<file path="config.mk">
export PLATFORM = sky130hd
export DESIGN_NAME = mdio_ctl_master
export DESIGN_NICKNAME = d
export VERILOG_FILES = /design/src/rtl/mdio_ctl_pkg.sv /design/src/rtl/mdio_clk_div.sv /design/src/rtl/mdio_frame_eng.sv /design/src/rtl/mdio_ctl_master.sv
export SDC_FILE = /design/constraint.sdc
export NUM_CORES = 1
export LEC_CHECK = 0
export BUFFER_PORTS_ARGS = -buffer_cell sky130_fd_sc_hd__buf_2
export CAP_MARGIN = 20
export CORE_MARGIN = 2
export CORE_UTILIZATION = 57
export CTS_BUF_LIST = sky130_fd_sc_hd__clkbuf_16
export DETAILED_ROUTE_END_ITERATION = 12
export GPL_ROUTABILITY_DRIVEN = 1
export PLACE_DENSITY = 0.8
export SLEW_MARGIN = 20
export SYNTH_ARGS = -nofsm -noshare
export SYNTH_HDL_FRONTEND = slang
export SYNTH_HIERARCHICAL = 1
export SYNTH_SLANG_ARGS = --single-unit
export TNS_END_PERCENT = 100
</file>
<file path="constraint.sdc">
create_clock -name clk -period 3 [get_ports clk]
set_input_delay 0.3 -clock clk [delete_from_list [all_inputs] [get_ports clk]]
set_output_delay 0.3 -clock clk [all_outputs]
set_load 0.02 [all_outputs]
</file>
<file path="src/rtl/mdio_ctl_pkg.sv">
package mdio_ctl_pkg;
    localparam int ADDR_W   = 5;
    localparam int DATA_W   = 16;
    localparam int PRE_LEN  = 32;
    localparam int HEAD_LEN = 14;
    localparam int TURN_LEN = 2;
    localparam int SHIFT_W  = 32;

    localparam int BUSY_BIT = 31;
    localparam int EN_BIT   = 30;
    localparam int RD_BIT   = 27;
    localparam int PHY_LSB  = 21;
    localparam int REG_LSB  = 16;

    typedef enum logic [2:0] {
        ST_IDLE,
        ST_ARM,
        ST_PRE,
        ST_HEAD,
        ST_TURN,
        ST_DATA,
        ST_GAP
    } eng_state_t;
endpackage

</file>
<file path="src/rtl/mdio_clk_div.sv">
module mdio_clk_div #(
    parameter int MDC_DIV = 8
) (
    input  logic clk,
    input  logic rst_n,
    output logic mdc,
    output logic tick_rise,
    output logic tick_fall
);
    localparam int HALF = MDC_DIV / 2;
    localparam int CW   = $clog2(HALF + 1);

    logic [CW-1:0] cnt_q;
    logic          mdc_q;
    logic          wrap;

    assign wrap = (cnt_q == CW'(HALF - 1));

    always_ff @(posedge clk or negedge rst_n) begin
        if (!rst_n) begin
            cnt_q <= '0;
            mdc_q <= 1'b0;
        end else if (wrap) begin
            cnt_q <= '0;
            mdc_q <= ~mdc_q;
        end else begin
            cnt_q <= cnt_q + 1'b1;
        end
    end

    assign mdc       = mdc_q;
    assign tick_rise = wrap & ~mdc_q;
    assign tick_fall = wrap & mdc_q;
endmodule

</file>
<file path="src/rtl/mdio_frame_eng.sv">
module mdio_frame_eng
    import mdio_ctl_pkg::*;
(
    input  logic              clk,
    input  logic              rst_n,
    input  logic              start,
    input  logic              rd,
    input  logic [ADDR_W-1:0] phy,
    input  logic [ADDR_W-1:0] regad,
    input  logic [DATA_W-1:0] wdat,
    input  logic              tick_rise,
    input  logic              tick_fall,
    input  logic              mdio_i,
    output logic              mdio_o,
    output logic              mdio_oe,
    output logic [DATA_W-1:0] rdat,
    output logic              done
);
    eng_state_t         st_q, st_nxt;
    logic [4:0]         cnt_q;
    logic [SHIFT_W-1:0] sh_q;
    logic               rd_q;
    logic               shift_en;

    // next-state logic
    always_comb begin
        st_nxt = st_q;
        unique case (st_q)
            ST_IDLE: if (start) st_nxt = ST_ARM;
            ST_ARM:  if (tick_fall) st_nxt = ST_PRE;
            ST_PRE:  if (tick_fall && cnt_q == 5'(PRE_LEN - 1))  st_nxt = ST_HEAD;
            ST_HEAD: if (tick_fall && cnt_q == 5'(HEAD_LEN - 1)) st_nxt = ST_TURN;
            ST_TURN: if (tick_fall && cnt_q == 5'(TURN_LEN - 1)) st_nxt = ST_DATA;
            ST_DATA: if (tick_fall && cnt_q == 5'(DATA_W - 1))   st_nxt = ST_GAP;
            ST_GAP:  if (tick_fall) st_nxt = ST_IDLE;
            default: st_nxt = ST_IDLE;
        endcase
    end

    assign shift_en = tick_fall &&
        ((st_q == ST_PRE && st_nxt == ST_HEAD) || st_q == ST_HEAD ||
         st_q == ST_TURN || (st_q == ST_DATA && st_nxt == ST_DATA));

    // state register, bit counter, shift register
    always_ff @(posedge clk or negedge rst_n) begin
        if (!rst_n) begin
            st_q  <= ST_IDLE;
            cnt_q <= '0;
            sh_q  <= '0;
            rd_q  <= 1'b0;
        end else begin
            st_q <= st_nxt;
            if (st_nxt != st_q)
                cnt_q <= '0;
            else if (tick_fall)
                cnt_q <= cnt_q + 1'b1;
            if (st_q == ST_IDLE && start) begin
                sh_q <= {2'b01, (rd ? 2'b10 : 2'b01), phy, regad, 2'b10, wdat};
                rd_q <= rd;
            end else if (shift_en) begin
                sh_q <= sh_q << 1;
            end
        end
    end

    // pin outputs and read capture
    always_ff @(posedge clk or negedge rst_n) begin
        if (!rst_n) begin
            mdio_o  <= 1'b0;
            mdio_oe <= 1'b0;
            rdat    <= '0;
        end else begin
            if (tick_fall) begin
                unique case (st_nxt)
                    ST_PRE: begin
                        mdio_o  <= 1'b1;
                        mdio_oe <= 1'b1;
                    end
                    ST_HEAD: begin
                        mdio_o  <= sh_q[SHIFT_W-1];
                        mdio_oe <= 1'b1;
                    end
                    ST_TURN, ST_DATA: begin
                        mdio_o  <= rd_q ? 1'b0 : sh_q[SHIFT_W-1];
                        mdio_oe <= ~rd_q;
                    end
                    default: begin
                        mdio_o  <= 1'b0;
                        mdio_oe <= 1'b0;
                    end
                endcase
            end
            if (st_q == ST_IDLE && start)
                rdat <= '0;
            else if (tick_rise && st_q == ST_DATA && rd_q)
                rdat <= {rdat[DATA_W-2:0], mdio_i};
        end
    end

    assign done = (st_q == ST_GAP) && tick_fall;
endmodule

</file>
<file path="src/rtl/mdio_ctl_master.sv">
module mdio_ctl_master
    import mdio_ctl_pkg::*;
#(
    parameter int NUM_PHY = 5,
    parameter int MDC_DIV = 8
) (
    input  logic        clk,
    input  logic        rst_n,
    input  logic        csr_wr,
    input  logic [31:0] csr_wdata,
    output logic [31:0] csr_rdata,
    output logic        mdc,
    output logic        mdio_o,
    output logic        mdio_oe,
    input  logic        mdio_i
);
    localparam int unsigned PHY_LIMIT = NUM_PHY;

    logic              busy_q, en_q, rd_q;
    logic [ADDR_W-1:0] phy_q, reg_q;
    logic [DATA_W-1:0] data_q;
    logic              accept, phy_ok, go;
    logic              tick_rise, tick_fall, eng_done;
    logic [DATA_W-1:0] eng_rdat;

    assign accept = csr_wr & ~busy_q;
    assign phy_ok = (32'(csr_wdata[PHY_LSB +: ADDR_W]) < PHY_LIMIT);
    assign go     = accept & csr_wdata[BUSY_BIT] & csr_wdata[EN_BIT] & phy_ok;

    always_ff @(posedge clk or negedge rst_n) begin
        if (!rst_n) begin
            busy_q <= 1'b0;
            en_q   <= 1'b0;
            rd_q   <= 1'b0;
            phy_q  <= '0;
            reg_q  <= '0;
            data_q <= '0;
        end else if (accept) begin
            busy_q <= go;
            en_q   <= csr_wdata[EN_BIT];
            rd_q   <= csr_wdata[RD_BIT];
            phy_q  <= csr_wdata[PHY_LSB +: ADDR_W];
            reg_q  <= csr_wdata[REG_LSB +: ADDR_W];
            data_q <= csr_wdata[DATA_W-1:0];
        end else if (eng_done) begin
            busy_q <= 1'b0;
            if (rd_q)
                data_q <= eng_rdat;
        end
    end

    assign csr_rdata = {busy_q, en_q, 2'b00, rd_q, 1'b0, phy_q, reg_q, data_q};

    mdio_clk_div #(.MDC_DIV(MDC_DIV)) u_div (
        .clk       (clk),
        .rst_n     (rst_n),
        .mdc       (mdc),
        .tick_rise (tick_rise),
        .tick_fall (tick_fall)
    );

    mdio_frame_eng u_eng (
        .clk       (clk),
        .rst_n     (rst_n),
        .start     (go),
        .rd        (csr_wdata[RD_BIT]),
        .phy       (csr_wdata[PHY_LSB +: ADDR_W]),
        .regad     (csr_wdata[REG_LSB +: ADDR_W]),
        .wdat      (csr_wdata[DATA_W-1:0]),
        .tick_rise (tick_rise),
        .tick_fall (tick_fall),
        .mdio_i    (mdio_i),
        .mdio_o    (mdio_o),
        .mdio_oe   (mdio_oe),
        .rdat      (eng_rdat),
        .done      (eng_done)
    );
endmodule

</file>
# Word level (Yosys, flattened, before mapping)
# Cells that the tools add are included.
op_classes:
  n_div: 0
  n_addsub: 2
  multipliers: 0
  order_cmp: 1
  bitwise_logic: 9
  eq_ne: 16
  muxes: 24
  reduce_logical: 23
  shift: 0
op_table:
  columns: ["op", "n"]
  rows:
  - ["$mux W16", 5]
  - ["$mux W32", 2]
  - ["$mux W3", 8]
  - ["$pmux W3 S7", 1]
  - ["$eq A3 B2 Y1 const B", 5]
  - ["$eq A3 B3 Y1 const B", 5]
  - ["$logic_and A1 B1 Y1", 11]
  - ["$eq A5 B4 Y1 const B", 2]
  - ["$mux W5", 2]
  - ["$reduce_bool A2 Y1", 5]
  - ["$and A1 B1 Y1", 6]
  - ["$add A5 B1 Y5 const B", 1]
  - ["$eq A5 B1 Y1 const B", 1]
  - ["$eq A5 B5 Y1 const B", 1]
  - ["$lt A5 B3 Y1 const B", 1]
  - ["$reduce_or A2 Y1", 2]
  - ["$add A3 B1 Y3 const B", 1]
  - ["$eq A3 B1 Y1 const B", 1]
  - ["$logic_not A3 Y1", 1]
  - ["$logic_or A1 B1 Y1", 3]
  - ["$mux W1", 3]
  - ["$ne A3 B3 Y1", 1]
  - ["$not A1 Y1", 3]
  - ["$pmux W1 S3", 1]
  - ["3 further kinds", 3]
word_totals:
  latchBits: 0
  reg_bits: 92
  romBits: 0
  ramBits: 0
  n_memories: 0
  output_inout_bits: 35
  in_bits: 36

# Longest topological paths before layout
logic_depth:
  ltp_word: 15
  ltp_mapped: 10
  depth_no_buf: 7

# Modules after synthesis
# Netlist, hierarchy kept.
modules_own_cells:
  columns: ["mod", "instances", "area_per_inst_um2", "seq_area_each_um2", "cells_each"]
  rows:
  - ["mdio_frame_eng", 1, 3041.7, 1476.4, 306]
  - ["mdio_ctl_master", 1, 1437.6, 725.7, 91]
  - ["mdio_clk_div", 1, 185.2, 100.1, 13]

# Worst setup path after synthesis
# No wires, ideal clock.
synth_timing:
  path_kind: "register to register"
  startpoint: "register u_div.cnt_q[0]"
  endpoint: "register data_q[0]"
  required_ps: 2875
  synth_period_minus_slack_ps: 2218
  n_path_buf: 2
  slack_ps: 782
  setup_time_ps: 125
  t_arrival_ps: 2093
  stages_incl_launch_ff: 10
  path_cell_list: "dfrtp_1 ha_1 nand2b_4 nor2_1 buf_2 inv_1 nor3_1 a21oi_4 buf_4 mux2_2"
synth_via:
  elab_chain_cells: 5
synth_rtl:
  columns: ["item", "line", "source"]
  rows:
  - ["from (decl)", "mdio_clk_div.sv:13", "logic [CW-1:0] cnt_q;"]
  - ["from (signal assigned)", "mdio_clk_div.sv:27", "cnt_q <= cnt_q + 1'b1;"]
  - ["$eq A3 B2 Y1", "mdio_clk_div.sv:17", "assign wrap = (cnt_q == CW'(HALF - 1));"]
  - ["$and A1 B1 Y1", "mdio_clk_div.sv:33", "assign tick_fall = wrap & mdc_q;"]
  - ["named net tick_fall", "mdio_ctl_master.sv:23", "logic tick_rise, tick_fall, eng_done;"]
  - ["$logic_and A1 B1 Y1", "mdio_frame_eng.sv:100", "assign done = (st_q == ST_GAP) && tick_fall;"]
  - ["named net eng_done", "mdio_ctl_master.sv:23", null]
  - ["$reduce_bool A2 Y1 (no source line)", null, null]
  - ["$reduce_and A2 Y1 (no source line)", null, null]
  - ["to (signal assigned)", "mdio_ctl_master.sv:44", "data_q <= csr_wdata[DATA_W-1:0];"]
  - ["to (signal assigned)", "mdio_ctl_master.sv:48", "data_q <= eng_rdat;"]
  - ["to (decl)", "mdio_ctl_master.sv:21", "logic [DATA_W-1:0] data_q;"]
# The timed path passes the listed nets, and every way through them passes these cells.
# A chain may end at the register's enable or synchronous reset.

# Final worst setup path
layout_timing:
  startpoint: "register u_eng.cnt_q[0]"
  endpoint: "register u_eng.sh_q[0]"
layout_via:
  elab_chain_cells: 11
  word_cells_on_any_way: 22
  cone_classes: "eq/ne: 6; mux: 5; reduce/logical: 11"
layout_rtl:
  columns: ["item", "line", "source"]
  rows:
  - ["from (decl)", "mdio_frame_eng.sv:20", "logic [4:0] cnt_q;"]
  - ["from (signal assigned)", "mdio_frame_eng.sv:56", "cnt_q <= cnt_q + 1'b1;"]
  - ["$eq A5 B4 Y1, or another cell as far along", "mdio_frame_eng.sv:34", "ST_DATA: if (tick_fall && cnt_q == 5'(DATA_W - 1)) st_nxt = ST_GAP;"]
  - ["$logic_and A1 B1 Y1, on equally long branches", null, null]
  - ["$mux W3, on equally long branches", null, null]
  - ["$pmux W3 S7 *", "mdio_frame_eng.sv:28", "unique case (st_q)"]
  - ["$eq A3 B2 Y1", "mdio_frame_eng.sv:41", "((st_q == ST_PRE && st_nxt == ST_HEAD) || st_q == ST_HEAD ||"]
  - ["$logic_and A1 B1 Y1", "mdio_frame_eng.sv:41", null]
  - ["$logic_or A1 B1 Y1 (2 in a row)", "mdio_frame_eng.sv:41", null]
  - ["$logic_or A1 B1 Y1 *", "mdio_frame_eng.sv:42", "st_q == ST_TURN || (st_q == ST_DATA && st_nxt == ST_DATA));"]
  - ["$logic_and A1 B1 Y1 *", "mdio_frame_eng.sv:40", "assign shift_en = tick_fall &&"]
  - ["$reduce_bool A2 Y1 (no source line) *", null, null]
  - ["to (signal assigned)", "mdio_frame_eng.sv:58", "sh_q <= {2'b01, (rd ? 2'b10 : 2'b01), phy, regad, 2'b10, wdat};"]
  - ["to (signal assigned)", "mdio_frame_eng.sv:61", "sh_q <= sh_q << 1;"]
  - ["to (decl)", "mdio_frame_eng.sv:21", "logic [SHIFT_W-1:0] sh_q;"]
# Every way passes the cells marked *; elsewhere a longest branch is shown, timed or not.

==> impl_metrics.json <==
{
  "outcome": "completed",
  "layout_commonest_cell": "dfrtp_1",
  "chipHeight_um": 94.5,
  "finalWirelength_mm": 9.51,
  "cts_sinks": 92,
  "yosys_warnings": 6,
  "synth_area_leaders": "dfrtp_1 49%, mux2_2 6.8%, a221o_1 5.4%, mux2_4 5.2%, and3_1 4.0%",
  "first_global_vias": 3279,
  "place.gp.congestion": 0.775,
  "worstPathRequired_ns": 3.20,
  "synth_edf_count": 0,
  "setup_viol": 0,
  "cts.clk_slew.worst_paths_ns": 0.06,
  "track_usage_pct": 22.8,
  "r2r_start": "u_eng/cnt_q[0]",
  "post-cts-setup-buffer-count": 0,
  "grt_pass1_wl_mm": 15.9,
  "ys.flop_type": "dfrtp_1",
  "cp.arrival_ns": 2.63,
  "layout_common_cells": "92 x dfrtp_1, 63 x buf_2, 46 x nand2_1",
  "vias": 3302,
  "cp-startpoint": "u_eng/cnt_q[0]",
  "core_area_sq_um": 7850,
  "clk_path_buf_depth": 2,
  "critPathLaunchType": "flop",
  "crit_path_end": "u_eng/sh_q[0]",
  "p_leak_nw": 2.50,
  "cts-root-buf": "clkbuf_16",
  "placed_cells": 549,
  "numCtsBuffers": 9,
  "drive_gt1_share_pct": 31.2,
  "synth_seq_cells": 92,
  "async_flop_share_pct": 100,
  "crit_type": "flop to flop",
  "yosysSeqAreaShare_pct": 49.4,
  "place.detailed.hpwl_mm": 6.27,
  "end_kind": "flop",
  "critPathMaxFanout": 23,
  "overflow": 0,
  "wl_per_cell_um": 16.9,
  "insertion_delay_ns": 0.33,
  "rows": 32,
  "synthCells": 410,
  "tns_ns": 0,
  "postRouteAntennaNets": 0,
  "start_util_pct": 59.4,
  "numPortBuffers": 64,
  "n_antenna_cell": 0,
  "io_pins": 71,
  "die_w_um": 94.5,
  "cts_tree": "yes",
  "drc_errors": 0,
  "fin_skew_ns": 0.00463,
  "max_slew_margin_pct": 52.4,
  "first_iter_violations": 170,
  "dieArea_sq_um": 8920,
  "rsz0062_at_grt": "false",
  "htree_levels": 3,
  "reg2reg_setup_slack_ns": 0.57,
  "tightest_slew_ns": 0.712,
  "fin_cells": 564,
  "utilization_pct": 66.7,
  "power.total_w": 0.00316,
  "reg2reg_to": "u_eng/sh_q[0]",
  "areaGrowthSynthToFinish_pct": 12.2,
  "setup_slack_ns": 0.571,
  "dp_slack_ns": 0.573,
  "hold_violations": 0,
  "reg2regPathDepth": 8,
  "syn_area_sq_um": 4660,
  "yosys.area.top_type": "dfrtp_1",
  "grt_max_degree": 55,
  "netlist.area_leader.share_pct": 49.4,
  "irDropWorstVdd_uv": 451,
  "slew_violations": 0,
  "cts_hold_buf": 0,
  "drv_cap": 0,
  "yosysUniqueCellTypes": 55,
  "hold_class": "primary input to asynchronous set/reset pin",
  "syn_area_per_cell_sq_um": 11.4,
  "first_pass_iters": 4,
  "fin_crit_ns": 2.43,
  "cts_resized": 0,
  "max_freq_ghz": 0.412,
  "period_share_pct": 81.0,
  "antenna_found_initial": 0,
  "via_per_inst": 5.85,
  "layout.nets": 499,
  "power_density_nw_per_um2": 604
}
[flip-flops by register name, indices dropped and copies added (netlist names), 3 cells and up]
name,cells
u_eng/sh_q,32
data_q,16
u_eng/st_q,3
u_eng/rdat,16
u_eng/cnt_q,5
phy_q,5
u_div/cnt_q,3
reg_q,5
[stage by stage]
| step | area [sq um] | hold slack (ns) |
|---|---|---|
| after floorplan | 4670 | 0.00441 |
| after global placement | 4930 | 0.382 |
| after detailed placement | 4930 | 0.386 |
| after CTS | 5230 | 0.0268 |
| after global routing | 5230 | 0.0485 |
| final | 5230 | 0.00142 |
[critical path, stage by stage (launching register included)]
cell and delay, ns:
dfrtp_1 0.42, ha_1 0.22, and3_1 0.20, ha_1 0.22
a21o_1 0.22, mux2i_4 0.32, buf_4 0.31, and2_1 0.26
o21ai_0 0.13
[worst min-delay path by stage]
| stage | from | to | slack [ns] |
|---|---|---|---|
| 2_1_floorplan | rst_n | busy_q | 0.004 |
| 3_3_place_gp | rst_n | data_q[2] | 0.38 |
| 3_5_place_dp | rst_n | data_q[2] | 0.39 |
| 4_1_cts | rst_n | data_q[2] | 0.03 |
| 5_1_grt | rst_n | data_q[2] | 0.05 |
| 6_report | rst_n | data_q[2] | 0.001 |
[cell type report]
| type | count | area [sq um] |
|---|---|---|
| Timing Repair Buffer | 72 | 383 |
| Clock inverter | 6 | 81.3 |
| Tap cell | 102 | 128 |
| Sequential cell | 92 | 2300 |
| Multi-Input combinational cell | 274 | 2080 |
| Clock buffer | 9 | 225 |
| Inverter | 9 | 33.8 |
| Fill cell | 618 | 2610 |
[cell usage after synthesis (2+ instances only)]
cell type   n
buf_6       8
nor2_1     10
nand3_1    23
clkbuf_2    2
o21ai_0    11
and4_1      2
nand2_1    46
dfrtp_1    92
xor2_1      2
and3b_1     2
nor3_1      4
a2111oi_0   2
mux2_2     28
o21ai_2     2
buf_2       6
mux2_4     16
and3_1     30
a21o_1      2
nor2b_4     2
nand4_1     4
nor2b_1    27
nor3b_1     2
a311o_1     2
a221o_1    25
inv_1       9
ha_1        5
clkbuf_1    9
buf_4      10
[cells by family (layout without fill, tap and decap cells)]
logic type | after synthesis | after routing | share of synthesized area [%]
mux | 45 | 45 | 12.4
flops | 92 | 92 | 49.4
simple gates | 162 | 162 | 19.5
xor+xnor | 4 | 4 | 0.912
fa+ha+maj | 5 | 5 | 1.34
other cells | 1 | 3 | 0.0804
compound gates | 55 | 55 | 10.1
buf+inv | 46 | 96 | 6.25
[routing by layer]
layer	GRT usage, %	vias up	share of wire, %
met5	0	-	0
met4	6.76	0	1.2
met3	4.79	10	6.0
met2	38.5	114	50
met1	29.7	1629	43
li1	-	1549	-
[power breakdown]
group | internal (W) | leakage, nW | switching (W) | total (W)
registers | 0.00136 | 1.06 | 0.0000656 | 0.00143
logic | 0.000251 | 1.28 | 0.000321 | 0.000572
clock network | 0.000719 | 0.154 | 0.000446 | 0.00117
total | 0.00233 | 2.50 | 0.000832 | 0.00316
No activity file was read; power rests on OpenSTA's default activity.
